`src/rtl/iop_pkg.sv`:
```
package iop_pkg;
  typedef enum logic [2:0] {
    ST_IDLE,
    ST_FETCH,
    ST_DECODE,
    ST_DEV_RD,
    ST_MEM_WR,
    ST_MEM_RD,
    ST_DEV_WR
  } iop_state_e;

  localparam logic [1:0] REC_OP   = 2'd0;
  localparam logic [1:0] REC_BUF  = 2'd1;
  localparam logic [1:0] REC_CNT  = 2'd2;
  localparam logic [1:0] REC_OPT  = 2'd3;
endpackage

```
`src/rtl/iop_mem_port.sv`:
```
module iop_mem_port #(
  parameter int ADDR_W = 16,
  parameter int DATA_W = 32
) (
  input  logic              clk_i,
  input  logic              rst_ni,
  input  logic              want_i,
  input  logic              we_i,
  input  logic [ADDR_W-1:0] addr_i,
  input  logic [DATA_W-1:0] wdata_i,
  output logic              mem_req_o,
  input  logic              mem_gnt_i,
  output logic              mem_we_o,
  output logic [ADDR_W-1:0] mem_addr_o,
  output logic [DATA_W-1:0] mem_wdata_o,
  output logic              xfer_o
);
  logic gap_q;

  // one idle cycle after each granted word lets the CPU in
  assign mem_req_o   = want_i & ~gap_q;
  assign mem_we_o    = mem_req_o & we_i;
  assign mem_addr_o  = addr_i;
  assign mem_wdata_o = wdata_i;
  assign xfer_o      = mem_req_o & mem_gnt_i;

  always_ff @(posedge clk_i or negedge rst_ni) begin
    if (!rst_ni) gap_q <= 1'b0;
    else         gap_q <= xfer_o;
  end

  AST_GAP_AFTER_GRANT: assert property (@(posedge clk_i) disable iff (!rst_ni)
    mem_req_o && mem_gnt_i |=> !mem_req_o);
  AST_REQ_HELD: assert property (@(posedge clk_i) disable iff (!rst_ni)
    mem_req_o && !mem_gnt_i |=> mem_req_o && $stable(mem_addr_o));
endmodule

```
`src/rtl/iop_dev_port.sv`:
```
module iop_dev_port #(
  parameter int DATA_W = 32
) (
  input  logic              clk_i,
  input  logic              rst_ni,
  input  logic              rx_en_i,
  input  logic              tx_en_i,
  input  logic [DATA_W-1:0] tx_data_i,
  output logic              rx_fire_o,
  output logic [DATA_W-1:0] rx_data_o,
  output logic              tx_fire_o,
  input  logic              dev_rx_valid_i,
  output logic              dev_rx_ready_o,
  input  logic [DATA_W-1:0] dev_rx_data_i,
  output logic              dev_tx_valid_o,
  input  logic              dev_tx_ready_i,
  output logic [DATA_W-1:0] dev_tx_data_o
);
  assign dev_rx_ready_o = rx_en_i;
  assign rx_fire_o      = rx_en_i & dev_rx_valid_i;
  assign rx_data_o      = dev_rx_data_i;
  assign dev_tx_valid_o = tx_en_i;
  assign dev_tx_data_o  = tx_data_i;
  assign tx_fire_o      = tx_en_i & dev_tx_ready_i;

  AST_TX_HELD: assert property (@(posedge clk_i) disable iff (!rst_ni)
    dev_tx_valid_o && !dev_tx_ready_i |=> dev_tx_valid_o && $stable(dev_tx_data_o));
  AST_ONE_DIRECTION: assert property (@(posedge clk_i) disable iff (!rst_ni)
    !(dev_tx_valid_o && dev_rx_ready_o));
endmodule

```
`src/rtl/iop_ctrl.sv`:
```
module iop_ctrl
  import iop_pkg::*;
#(
  parameter int ADDR_W = 16,
  parameter int DATA_W = 32,
  parameter int CNT_W  = 16,
  parameter int OPT_W  = 8,
  parameter int DEV_W  = 4
) (
  input  logic              clk_i,
  input  logic              rst_ni,
  input  logic              start_i,
  input  logic [DEV_W-1:0]  dev_id_i,
  input  logic [ADDR_W-1:0] cmd_ptr_i,
  input  logic              irq_clr_i,
  input  logic              mem_xfer_i,
  input  logic [DATA_W-1:0] mem_rdata_i,
  input  logic              rx_fire_i,
  input  logic [DATA_W-1:0] rx_data_i,
  input  logic              tx_fire_i,
  output logic              mem_want_o,
  output logic              mem_we_o,
  output logic [ADDR_W-1:0] mem_addr_o,
  output logic [DATA_W-1:0] mem_wdata_o,
  output logic              rx_en_o,
  output logic              tx_en_o,
  output logic [DATA_W-1:0] tx_data_o,
  output logic              busy_o,
  output logic              irq_o,
  output logic              err_o,
  output logic [DEV_W-1:0]  dev_sel_o,
  output logic [OPT_W-1:0]  opt_o
);
  iop_state_e        state_q;
  logic [DEV_W-1:0]  dev_q;
  logic [ADDR_W-1:0] ptr_q;
  logic [1:0]        widx_q;
  logic [DATA_W-1:0] op_q;
  logic [ADDR_W-1:0] buf_q;
  logic [CNT_W-1:0]  cnt_q;
  logic [OPT_W-1:0]  opt_q;
  logic [DATA_W-1:0] data_q;
  logic              irq_q;
  logic              err_q;
  logic              start_ok;
  logic              op_bad;
  logic              last_word;

  assign start_ok  = start_i && (state_q == ST_IDLE) && !irq_q;
  assign op_bad    = |op_q[DATA_W-1:1];
  assign last_word = (cnt_q == CNT_W'(1));

  always_comb begin
    mem_want_o  = (state_q == ST_FETCH) || (state_q == ST_MEM_WR) || (state_q == ST_MEM_RD);
    mem_we_o    = (state_q == ST_MEM_WR);
    mem_addr_o  = (state_q == ST_FETCH) ? ptr_q + ADDR_W'(widx_q) : buf_q;
    mem_wdata_o = data_q;
    rx_en_o     = (state_q == ST_DEV_RD);
    tx_en_o     = (state_q == ST_DEV_WR);
    tx_data_o   = data_q;
  end

  always_ff @(posedge clk_i or negedge rst_ni) begin
    if (!rst_ni) begin
      state_q <= ST_IDLE;
      dev_q   <= '0;
      ptr_q   <= '0;
      widx_q  <= '0;
      op_q    <= '0;
      buf_q   <= '0;
      cnt_q   <= '0;
      opt_q   <= '0;
      data_q  <= '0;
      irq_q   <= 1'b0;
      err_q   <= 1'b0;
    end else begin
      if (irq_clr_i) begin
        irq_q <= 1'b0;
        err_q <= 1'b0;
      end
      unique case (state_q)
        ST_IDLE: begin
          if (start_ok) begin
            dev_q   <= dev_id_i;
            ptr_q   <= cmd_ptr_i;
            widx_q  <= '0;
            state_q <= ST_FETCH;
          end
        end
        ST_FETCH: begin
          if (mem_xfer_i) begin
            unique case (widx_q)
              REC_OP:  op_q  <= mem_rdata_i;
              REC_BUF: buf_q <= mem_rdata_i[ADDR_W-1:0];
              REC_CNT: cnt_q <= mem_rdata_i[CNT_W-1:0];
              REC_OPT: opt_q <= mem_rdata_i[OPT_W-1:0];
              default: ;
            endcase
            widx_q <= widx_q + 2'd1;
            if (widx_q == REC_OPT) state_q <= ST_DECODE;
          end
        end
        ST_DECODE: begin
          if (op_bad) begin
            err_q   <= 1'b1;
            irq_q   <= 1'b1;
            state_q <= ST_IDLE;
          end else if (cnt_q == '0) begin
            irq_q   <= 1'b1;
            state_q <= ST_IDLE;
          end else if (op_q[0]) begin
            state_q <= ST_DEV_RD;
          end else begin
            state_q <= ST_MEM_RD;
          end
        end
        ST_DEV_RD: begin
          if (rx_fire_i) begin
            data_q  <= rx_data_i;
            state_q <= ST_MEM_WR;
          end
        end
        ST_MEM_WR: begin
          if (mem_xfer_i) begin
            buf_q <= buf_q + ADDR_W'(1);
            cnt_q <= cnt_q - CNT_W'(1);
            if (last_word) begin
              irq_q   <= 1'b1;
              state_q <= ST_IDLE;
            end else begin
              state_q <= ST_DEV_RD;
            end
          end
        end
        ST_MEM_RD: begin
          if (mem_xfer_i) begin
            data_q  <= mem_rdata_i;
            state_q <= ST_DEV_WR;
          end
        end
        ST_DEV_WR: begin
          if (tx_fire_i) begin
            buf_q <= buf_q + ADDR_W'(1);
            cnt_q <= cnt_q - CNT_W'(1);
            if (last_word) begin
              irq_q   <= 1'b1;
              state_q <= ST_IDLE;
            end else begin
              state_q <= ST_MEM_RD;
            end
          end
        end
        default: state_q <= ST_IDLE;
      endcase
    end
  end

  assign busy_o    = (state_q != ST_IDLE);
  assign irq_o     = irq_q;
  assign err_o     = err_q;
  assign dev_sel_o = dev_q;
  assign opt_o     = opt_q;

  AST_IRQ_STICKY: assert property (@(posedge clk_i) disable iff (!rst_ni)
    irq_o && !irq_clr_i |=> irq_o);
  AST_ERR_UNDER_IRQ: assert property (@(posedge clk_i) disable iff (!rst_ni)
    err_o |-> irq_o);
  AST_DEV_SEL_HELD: assert property (@(posedge clk_i) disable iff (!rst_ni)
    busy_o |=> $stable(dev_sel_o));
  AST_IDLE_NO_REQ: assert property (@(posedge clk_i) disable iff (!rst_ni)
    !busy_o |-> !mem_want_o && !rx_en_o && !tx_en_o);
endmodule

```
`src/rtl/iop_engine.sv`:
```
module iop_engine #(
  parameter int ADDR_W = 16,
  parameter int DATA_W = 32,
  parameter int CNT_W  = 16,
  parameter int OPT_W  = 8,
  parameter int DEV_W  = 4
) (
  input  logic              clk_i,
  input  logic              rst_ni,
  input  logic              start_i,
  input  logic [DEV_W-1:0]  dev_id_i,
  input  logic [ADDR_W-1:0] cmd_ptr_i,
  input  logic              irq_clr_i,
  output logic              busy_o,
  output logic              irq_o,
  output logic              err_o,
  output logic [OPT_W-1:0]  opt_o,
  output logic [DEV_W-1:0]  dev_sel_o,
  output logic              mem_req_o,
  input  logic              mem_gnt_i,
  output logic              mem_we_o,
  output logic [ADDR_W-1:0] mem_addr_o,
  output logic [DATA_W-1:0] mem_wdata_o,
  input  logic [DATA_W-1:0] mem_rdata_i,
  input  logic              dev_rx_valid_i,
  output logic              dev_rx_ready_o,
  input  logic [DATA_W-1:0] dev_rx_data_i,
  output logic              dev_tx_valid_o,
  input  logic              dev_tx_ready_i,
  output logic [DATA_W-1:0] dev_tx_data_o
);
  logic              want, we, xfer;
  logic [ADDR_W-1:0] addr;
  logic [DATA_W-1:0] wdata, tx_data, rx_data;
  logic              rx_en, tx_en, rx_fire, tx_fire;

  iop_ctrl #(
    .ADDR_W(ADDR_W), .DATA_W(DATA_W), .CNT_W(CNT_W), .OPT_W(OPT_W), .DEV_W(DEV_W)
  ) u_ctrl (
    .clk_i       (clk_i),
    .rst_ni      (rst_ni),
    .start_i     (start_i),
    .dev_id_i    (dev_id_i),
    .cmd_ptr_i   (cmd_ptr_i),
    .irq_clr_i   (irq_clr_i),
    .mem_xfer_i  (xfer),
    .mem_rdata_i (mem_rdata_i),
    .rx_fire_i   (rx_fire),
    .rx_data_i   (rx_data),
    .tx_fire_i   (tx_fire),
    .mem_want_o  (want),
    .mem_we_o    (we),
    .mem_addr_o  (addr),
    .mem_wdata_o (wdata),
    .rx_en_o     (rx_en),
    .tx_en_o     (tx_en),
    .tx_data_o   (tx_data),
    .busy_o      (busy_o),
    .irq_o       (irq_o),
    .err_o       (err_o),
    .dev_sel_o   (dev_sel_o),
    .opt_o       (opt_o)
  );

  iop_mem_port #(.ADDR_W(ADDR_W), .DATA_W(DATA_W)) u_mem (
    .clk_i       (clk_i),
    .rst_ni      (rst_ni),
    .want_i      (want),
    .we_i        (we),
    .addr_i      (addr),
    .wdata_i     (wdata),
    .mem_req_o   (mem_req_o),
    .mem_gnt_i   (mem_gnt_i),
    .mem_we_o    (mem_we_o),
    .mem_addr_o  (mem_addr_o),
    .mem_wdata_o (mem_wdata_o),
    .xfer_o      (xfer)
  );

  iop_dev_port #(.DATA_W(DATA_W)) u_dev (
    .clk_i          (clk_i),
    .rst_ni         (rst_ni),
    .rx_en_i        (rx_en),
    .tx_en_i        (tx_en),
    .tx_data_i      (tx_data),
    .rx_fire_o      (rx_fire),
    .rx_data_o      (rx_data),
    .tx_fire_o      (tx_fire),
    .dev_rx_valid_i (dev_rx_valid_i),
    .dev_rx_ready_o (dev_rx_ready_o),
    .dev_rx_data_i  (dev_rx_data_i),
    .dev_tx_valid_o (dev_tx_valid_o),
    .dev_tx_ready_i (dev_tx_ready_i),
    .dev_tx_data_o  (dev_tx_data_o)
  );
endmodule

```
`config.mk`:
```
export PLATFORM = sky130hd
export DESIGN_NAME = iop_engine
export DESIGN_NICKNAME = d
export VERILOG_FILES = /design/src/rtl/iop_pkg.sv /design/src/rtl/iop_mem_port.sv /design/src/rtl/iop_dev_port.sv /design/src/rtl/iop_ctrl.sv /design/src/rtl/iop_engine.sv
export SDC_FILE = /design/constraint.sdc
export NUM_CORES = 1
export LEC_CHECK = 0
export ABC_AREA = 0
export BUFFER_PORTS_ARGS = -buffer_cell sky130_fd_sc_hd__clkbuf_2
export CAP_MARGIN = 20
export CORE_MARGIN = 2
export CORE_UTILIZATION = 53
export CTS_CLUSTER_SIZE = 28
export DETAILED_ROUTE_END_ITERATION = 10
export PLACE_DENSITY_LB_ADDON = 0.15
export SYNTH_ARGS = -nofsm -noshare
export SYNTH_HDL_FRONTEND = slang
export SYNTH_SLANG_ARGS = --single-unit
```
`constraint.sdc`:
```
create_clock -name clk_i -period 2.4 [get_ports clk_i]
set_clock_uncertainty 0.15 [all_clocks]
set_input_delay 0.24 -clock clk_i [delete_from_list [all_inputs] [get_ports clk_i]]
set_output_delay 0.24 -clock clk_i [all_outputs]
set_load 0.005 [all_outputs]
```
Word-level counts from Yosys, hierarchy flattened:

Index checks and enable logic that the tools add are counted.

* bits of input ports: 91
* bits in registers: 132
* word-level logic and storage cells: 102

* reductions and logical operators: 21
* add/sub/neg operators: 4
* mux-type cells: 40
* eq/ne operators: 19
* bitwise logic cells: 6

Operators by type and width (number)
* 16-bit 2-to-1 mux: 9
* 16-bit one-hot mux with 3 select lines: 2
* 32-bit 2-to-1 mux: 2
* 32-bit one-hot mux with 2 select lines: 1
* 3-bit 2-to-1 mux: 11
* 31-bit OR reduction: 1
* 3-bit one-hot mux with 7 select lines: 1
* 16-bit by 1-bit adder with 16-bit output, second input constant: 1
* 16-bit by 2-bit adder with 16-bit output: 1
* 16-bit by 1-bit equality test with 1-bit output, second input constant: 1
* 16-bit zero test: 1
* 16-bit by 1-bit subtractor with 16-bit output, second input constant: 1
* 2-bit inequality test, second input constant: 6
* 3-bit AND reduction: 4
* 5-bit AND reduction: 2
* 3-bit equality test, second input constant: 3
* 1-bit 2-to-1 mux: 9
* 7-bit AND reduction: 1
* 3-bit by 2-bit equality test with 1-bit output, second input constant: 2
* 2-bit 2-to-1 mux: 3
* 2-bit by 1-bit inequality test with 1-bit output, second input constant: 3
* 3-bit nonzero test: 2
* 1-bit AND: 5
* 2-bit equality test, second input constant: 2
* other kinds (13): 16

Longest topological paths before layout:

Gate-level depths: netlist (run 1).

* depth after elaboration: 7
* gate-level depth with buffers: 8

Modules after synthesis:

A second synthesis (run 1) with hierarchy kept.

* cells, all modules: 821
* area, all modules: 8050.2 um2

By module, submodules not included
* iop_ctrl: cells each 701, area each 7128.1 um2, times used 1
* iop_dev_port: cells each 68, area each 508.0 um2, times used 1
* iop_mem_port: cells each 52, area each 414.1 um2, times used 1

Worst setup path after synthesis (run 1):

Ideal clock, no wire load.

* path kind: register to output
* start: register u_ctrl.widx_q[0]
* end: output port mem_addr_o[10]
* data required time: 2.010 ns
* path slack: 0.225 ns
* arrival time: 1.785 ns
* cell stages (with the launch flop): 8
* cell sequence: dfrtp_1 ha_1 inv_1 fa_1 nor3_1 nand4_1 xor2_1 a21oi_1

* longest elaborated chain between the ends: 2

RTL lines
* start, declared: RTL line iop_ctrl.sv:37 `logic [1:0] widx_q;`
* start signal, assigned: RTL line iop_ctrl.sv:99 `widx_q <= widx_q + 2'd1;`
* 16-bit by 2-bit adder with 16-bit output: RTL line iop_ctrl.sv:56 `mem_addr_o = (state_q == ST_FETCH) ? ptr_q + ADDR_W'(widx_q) : buf_q;`
* 16-bit 2-to-1 mux: RTL line iop_ctrl.sv:56
* end, declared: RTL line iop_engine.sv:22 `output logic [ADDR_W-1:0] mem_addr_o,`

No other way between the ends.

Worst setup path after layout (run 1):

* start: register u_ctrl.ptr_q[0]
* end: output port mem_addr_o[10]

* longest elaborated chain between the ends: 2

RTL lines
* start, declared: RTL line iop_ctrl.sv:36 `logic [ADDR_W-1:0] ptr_q;`
* start signal, assigned: RTL line iop_ctrl.sv:85 `ptr_q <= cmd_ptr_i;`
* 16-bit by 2-bit adder with 16-bit output: RTL line iop_ctrl.sv:56
* 16-bit 2-to-1 mux: RTL line iop_ctrl.sv:56

No other way between the ends.

==> summary.txt, run 1 <==
Critical path
  • Worst R2R Setup Slack: 0.18 ns
  • Worst EP arrival: 2.27 ns
  • CP Max Fanout: 4
  • Crit path required time: roughly 2.0 ns
  • CP endpoint kind: output port
  • Crit Path Category: register to output port
  • Startpoint types: register

Power and ir drop
  • Pleak: about 4.5 nW
  • Comb power frac: approximately 40%
  • Switch Pwr: approximately 4.3 mW
  • Peak supply drop: roughly 890 uV
  • Sequential fraction of design power: 36.1%
  • Clock network power share: between 20% and 30%
  • Pwr Total: between 10 and 15 mW
  • Pwr Density: 1250 mW/mm^2
  • Sw Share: 36.2%
  • Cell-internal power: roughly 7.6 mW

STA
  • Final WS setup: -0.256 ns
  • Slew @ Worst Pin: around 0.7 ns
  • Final Hold Viols: 0
  • Final Critical Period: around 2.7 ns
  • RSZ-0062 raised after global routing: yes
  • Final Cycle Share: 111%
  • Max Clk Rate: roughly 0.38 GHz
  • Final setup vio count: 12
  • Rel. slew slack: 53.1%
  • Pins Over Slew Limit: 0

Drt
  • WL/cell: 16.7 um
  • DRC: 0
  • Routed vias: 6,137
  • Routed Antenna Nets: 0
  • DRT iter0 DRCs: approximately 370
  • Vias per inst: approximately 5.5
  • TritonRoute pass-1 iters: 7
  • Drt total wl: approximately 19,000 um

Floorplan
  • Initial core utilization: between 50 and 60%
  • Site row count: just over 40
  • Die area: ~0.014 sq mm
  • DIE WIDTH: around 120 um
  • Die height: roughly 120 um
  • Ports: 190
  • Core region area: 0.0127 sq mm

Run status
  • Failing checks: setup timing
  • Status: complete, but fails checks

Global routing
  • Met2 global-route usage: between 40% and 50%
  • Grt total ovfl: 0
  • Met3 Resource Use GR: a little under 6%
  • First-pass GRT wire length: 30,800 um
  • Total track usage: a little over a quarter
  • Global routing usage on met1: around a third
  • Largest net degree at the start of global routing: between 70 and 80
  • GRT busiest layer: met2
  • Number of global-route vias before repair: roughly 6,100
  • Initial antenna violation count: 0

Min path
  • Hold Crit Class: input pin to register

Layout
  • Share of cells above drive strength 1: around 34%
  • Core Util, Final: between 70% and 80%
  • Multi-input gate area in the final layout: approximately 0.0033 sq mm
  • Filler instances: 911
  • Sequential cell area: roughly 0.0033 sq mm
  • Syn-to-layout area delta: 35.2%
  • # diodes: 0
  • Post-layout nets: 1,034

Synthesis
  • FF+latch count, synth: 132
  • Top-count cell post-synth: dfrtp_1
  • Sequential-to-total area share from yosys stat: 47.3%
  • Cell taking the most area after synthesis: dfrtp_1
  • Synth top area share: 47.3%
  • Synth warnings: 0
  • Syn nets: between 700 and 800
  • Mapped cell area: about 0.007 sq mm
  • Post-synth ARST share: between 90% and 100%
  • Syn Area/Cell: 10.1 sq um
  • Number of synthesized flops with an enable pin: 0
  • Top cells by area, synth: dfrtp_1 (47%), mux2_2 (9.7%), a21oi_1 (5.1%)
  • Top_reg_cell synth: dfrtp_1
  • Mapped Cells: slightly below 700
  • Top cells by count, synth: dfrtp_1 (132), nor2_1 (77), a21oi_1 (71)
  • Cell variety after synth: 57

Job
  • Max-cap violations: 0

Clocking
  • Cts bufs inserted: 17
  • Max Root-Sink Buffers: 2
  • H-tree depth: 4
  • Root Driver: clkbuf_16
  • CTS Sinks: 132
  • TritonCTS clock tree: built
  • Clock transition at path regs: about 0.060 ns
  • Clock Latency Late Sink: roughly 0.42 ns

Place
  • IO buf count: around 190
  • GP Congestion: about 0.93
  • DPL Wire Length: around 12,000 um
-- worst max-delay path, cell delays in order, from the launching register on --
cell	delay, ns
dfrtp_1	0.35
ha_2	0.19
inv_2	0.04
fa_2	0.37
nor3_2	0.17
buf_4	0.16
nand4_1	0.11
xor2_1	0.16
a21oi_1	0.15
buf_2	0.14
-- path summary, 6_finish.rpt --
path | from | endpoint | depth (start not counted)
min in group asynchronous | rst_ni | u_ctrl.buf_q[1] | 2
setup / recovery | u_ctrl.ptr_q[0] | mem_addr_o[10] | 9
max in group asynchronous | rst_ni | u_ctrl.dev_sel_o[1] | 3
setup reg to reg | u_ctrl.state_q[1] | u_ctrl.cnt_q[11] | 5
hold / removal | dev_rx_data_i[29] | u_ctrl.mem_wdata_o[29] | 3
hold reg to reg | u_ctrl.cnt_q[7] | u_ctrl.cnt_q[7] | 1
-- cell usage in the layout (no fill, tap or decap), types with 10 or more instances in the layout --
| cell | count |
|---|---|
| dfrtp_1 | 132 |
| buf_2 | 10 |
| a21oi_1 | 71 |
| buf_4 | 24 |
| dlygate4sd3_1 | 75 |
| clkbuf_16 | 17 |
| nand3_1 | 21 |
| nor4_1 | 10 |
| inv_1 | 13 |
| mux2_2 | 60 |
| nand2_1 | 39 |
| o21ai_0 | 23 |
| mux2i_1 | 32 |
| nor2_1 | 76 |
| clkbuf_2 | 178 |
-- layout make-up --
| cell class | instances | area share, % |
|---|---|---|
| inverters | 14 | 0.556 |
| flip-flops and latches | 132 | 35.0 |
| well taps | 172 | 2.28 |
| repair buffers | 293 | 20.9 |
| multi-input cells | 474 | 34.5 |
| clock buffers | 19 | 4.69 |
| clock inverters | 13 | 2.17 |
-- repair_timing --
item                       4_1_cts  5_1_grt
hold buffers                    75        0
setup buffers                    4        1
pin swaps                        7        4
hold endpoints to repair       148        0
resized for setup                7       13
setup endpoints to repair       10       12
-- registers in the layout (all words and copies together) (netlist names) --
signal              cells
u_ctrl.mem_wdata_o     32
u_ctrl.op_q            32
u_ctrl.buf_q           16
u_ctrl.cnt_q           16
u_ctrl.ptr_q           16
u_ctrl.opt_o            8
u_ctrl.dev_sel_o        4
u_ctrl.state_q          3
u_ctrl.widx_q           2
u_ctrl.err_o            1
u_ctrl.irq_o            1
u_mem.gap_q             1
-- cells by family (layout without fill, tap and decap cells) --
group                      count (synthesis)  after routing  share of synthesized area (%)
DFF                                      132            132                           47.3
buffers and inverters                     83            339                           6.59
AOI/OAI and AO/OA                        159            159                           14.4
adders and majority gates                 11             11                           2.08
xor gates and xnor gates                  14             14                           1.75
and+or+nand+nor                          196            196                           13.4
muxes                                     94             94                           14.6
-- routing by layer --
| layer | part of all wire [%] | wire length [um] |
|---|---|---|
| met3 | 5.2 | 977 |
| met4 | 1.8 | 345 |
| met5 | 0 | 0 |
| met1 | 43 | 8000 |
| met2 | 50 | 9360 |
-- power groups by stage --
stage	combinational [mW]	sequential [mW]	clock (mW)
CTS	4.67	4.24	2.89
floorplan	3.19	4.09	0
global placement	4.38	4.18	0
detailed placement	4.48	4.26	0
finish	4.72	4.28	2.84
global route	5.25	4.42	3.00
-- through the flow --
| stage | TNS [ns] | instances | setup WS (ns) | instance area, sq um | hold slack [ns] |
|---|---|---|---|---|---|
| 2_1_floorplan | 0 | 689 | 0.225 | 6990 | -0.206 |
| 3_3_place_gp | 0 | 1005 | 0.127 | 7980 | 0.167 |
| 3_5_place_dp | 0 | 1005 | 0.00644 | 7980 | 0.158 |
| 4_1_cts | -1.68 | 1116 | -0.283 | 9430 | 0.00310 |
| 5_1_grt | -3.44 | 1117 | -0.406 | 9450 | 0.0192 |
| 6_report | -1.77 | 1117 | -0.256 | 9450 | 0.0117 |
Power figures use the tool's default switching activity.
==> run 2: changes to the inputs <==
BUFFER_PORTS_ARGS = -buffer_cell sky130_fd_sc_hd__buf_2   (was -buffer_cell sky130_fd_sc_hd__clkbuf_2)
==> run 2 against run 1 <==
Compared with the run above:
- the flow still finishes with violations (setup timing)
- total power up 0.78%
- utilization up 0.69 points
- critical path type unchanged
- wire length up 2.2%
- highest routed layer unchanged
- clock power increased by 1%
- design area is 0.93% higher
==> summary.txt, run 2 (synthesized netlist as in run 1, its figures left out) <==
Critical path
  • Crit path launch: u_ctrl.widx_q[1] (was u_ctrl.ptr_q[0])
  • Startpoint types: register (unchanged)
  • CP endpoint kind: output port (unchanged)
  • Worst r2r src: u_ctrl.state_q[1] (unchanged)
  • Crit Path Category: register to output port (unchanged)
  • Crit path required time: 2.01 ns (about the same)
  • Worst EP arrival: 2.20 ns (was 2.27 ns)
  • CP Max Fanout: 5 (was 4)

Run status
  • Failing checks: setup timing (unchanged)
  • Status: complete, but fails checks (unchanged)

Job
  • Max-cap violations: 0 (unchanged)

Layout
  • Core Util, Final: 75.0% (was 74.3%)
  • Commonest non-fill, non-tap cells in the layout: buf_2 (188), dfrtp_1 (132), dlygate4sd3_1 (79) (was clkbuf_2 (178), dfrtp_1 (132), nor2_1 (76))
  • Design area: 0.00954 sq mm (was 0.00945 sq mm)
  • Commonest non-fill, non-tap cell in the layout: buf_2 (was clkbuf_2)
  • # diodes: 0 (unchanged)
  • Syn-to-layout area delta: 36.5% (was 35.2%)
  • Non-filler cells, final: 1,120 (was 1,117)
  • Share of cells above drive strength 1: 34.4% (was 34.5%)
  • Post-layout nets: 1,038 (was 1,034)

Power and ir drop
  • Pwr Density: 1250 mW/mm^2 (about the same)
  • Pleak: 4.53 nW (was 4.54 nW)
  • Pwr Total: 11.9 mW (was 11.8 mW)
  • Peak supply drop: 758 uV (was 885 uV)

Global routing
  • Total track usage: 27.6% (was 27.1%)
  • Grt total ovfl: 0 (unchanged)
  • Met3 Resource Use GR: 5.12% (was 5.94%)
  • Largest net degree at the start of global routing: 65 (was 77)
  • First-pass GRT wire length: 31,000 um (was 30,800 um)
  • GRT busiest layer: met2 (unchanged)
  • Global routing usage on met1: 34.0% (was 35.2%)
  • Met2 global-route usage: 48.0% (was 46.2%)
  • Number of global-route vias before repair: 6,159 (was 6,135)
  • Initial antenna violation count: 0 (unchanged)

Drt
  • DRC: 0 (unchanged)
  • Routed vias: 6,171 (was 6,137)
  • DRT iter0 DRCs: 348 (was 374)
  • TritonRoute pass-1 iters: 5 (was 7)
  • Vias per inst: 5.51 (was 5.49)
  • WL/cell: 17.0 um (was 16.7 um)
  • Routed Antenna Nets: 0 (unchanged)
  • Drt total wl: 19,100 um (was 18,700 um)

STA
  • Final setup vio count: 12 (unchanged)
  • Max Clk Rate: 0.386 GHz (was 0.377 GHz)
  • Final WS setup: -0.190 ns (was -0.256 ns)
  • RSZ-0062 raised after global routing: yes (unchanged)
  • Hold slack: 0.0220 ns (was 0.0117 ns)
  • Final Hold Viols: 0 (unchanged)
  • Pins Over Slew Limit: 0 (unchanged)
  • Slew @ Worst Pin: 0.569 ns (was 0.703 ns)
  • Rel. slew slack: 62.1% (was 53.1%)
  • Final Cycle Share: 108% (was 111%)
  • Final Critical Period: 2.59 ns (was 2.66 ns)

Min path
  • Hold_sp: mem_rdata_i[0] (was dev_rx_data_i[29])
  • Hold Crit Class: input pin to register (unchanged)

Floorplan
  • Core region area: 0.0127 sq mm (unchanged)
  • Initial core utilization: 54.9% (unchanged)
  • Ports: 190 (unchanged)
  • DIE WIDTH: 119 um (unchanged)
  • Die area: 0.0141 sq mm (unchanged)
  • Site row count: 41 (unchanged)
  • Die height: 119 um (unchanged)

Place
  • GP Congestion: 0.933 (was 0.934)
  • IO buf count: 189 (unchanged)
  • DPL Wire Length: 12,100 um (was 12,000 um)
  • Post-DP Area: 0.00800 sq mm (was 0.00798 sq mm)
  • Dpl cells: 1,006 (was 1,005)

Clocking
  • Clock transition at path regs: 0.06 ns (about the same)
  • Root Driver: clkbuf_16 (unchanged)
  • CTS Sinks: 132 (unchanged)
  • Clock Latency Late Sink: 0.41 ns (was 0.42 ns)
  • Max Root-Sink Buffers: 2 (unchanged)
  • Cts bufs inserted: 17 (unchanged)
  • H-tree depth: 4 (unchanged)
  • TritonCTS clock tree: built (unchanged)
==> run 2: cell types whose count changed in the layout (fill, tap and decap cells not counted), moves of 2 or more <==
cell           before  now
dlygate4sd3_1      75   79
buf_2              10  188
buf_12              4    6
clkinvlp_4          3    1
clkbuf_2          178    0
clkbuf_8            1    4
clkinv_2            3    1
buf_4              24   21
==> run 2: power breakdown <==
part           internal, mW  switching, mW  leakage, nW
clock                  1.95          0.929        0.319
sequential             3.33          0.921         1.57
combinational          2.42           2.38         2.65
total                  7.70           4.23         4.53
==> run 2: final timing paths <==
path | depth (start not counted) | slack [ns] | end
max in group asynchronous | 3 | 1.23 | u_ctrl.mem_wdata_o[12]
worst min register to register | 1 | 0.34 | u_ctrl.op_q[9]
worst max-delay path | 8 | -0.19 | mem_addr_o[15]
min in group asynchronous | 2 | 0.22 | u_ctrl.irq_o
worst max register to register | 7 | 0.14 | u_ctrl.op_q[9]
worst min-delay path | 3 | 0.02 | u_ctrl.cnt_q[0]
==> run 2: what timing repair did <==
item | 4_1_cts | 5_1_grt
setup endpoints to repair | 12 | 15
endpoints found under the hold margin | 137 | 0
gates resized for setup | 7 | 11
buffers inserted | 3 | 1
pin swaps | 11 | 9
hold buffers | 79 | 0
==> run 2: routing by layer <==
layer | share of wire, % | routed length [um]
met5 | 0 | 0
met4 | 2.5 | 469
met3 | 4.8 | 912
met2 | 51 | 9650
met1 | 42 | 8060
==> run 2: stage by stage <==
step	TNS (ns)	worst slack (ns)
floorplan	0	0.225
global placement	0	0.134
detailed placement	0	0.0666
CTS	-1.51	-0.228
global route	-2.93	-0.327
finish	-1.36	-0.190
==> run 2: critical path, cell delays in order (launching register included) <==
cell and delay (ns):
dfrtp_1 0.41, ha_1 0.28, a21o_1 0.19, nor3b_2 0.16, buf_4 0.15, and4_1 0.20, xnor2_1 0.12, a21oi_1 0.13
buf_2 0.13
==> run 2: cell type report <==
class,count,area (sq um)
Timing Repair Buffer,297,2040
Multi-Input combinational cell,474,3260
Fill cell,917,3180
Clock buffer,23,488
Sequential cell,132,3300
Inverter,14,52.6
Tap cell,172,215
Clock inverter,8,171
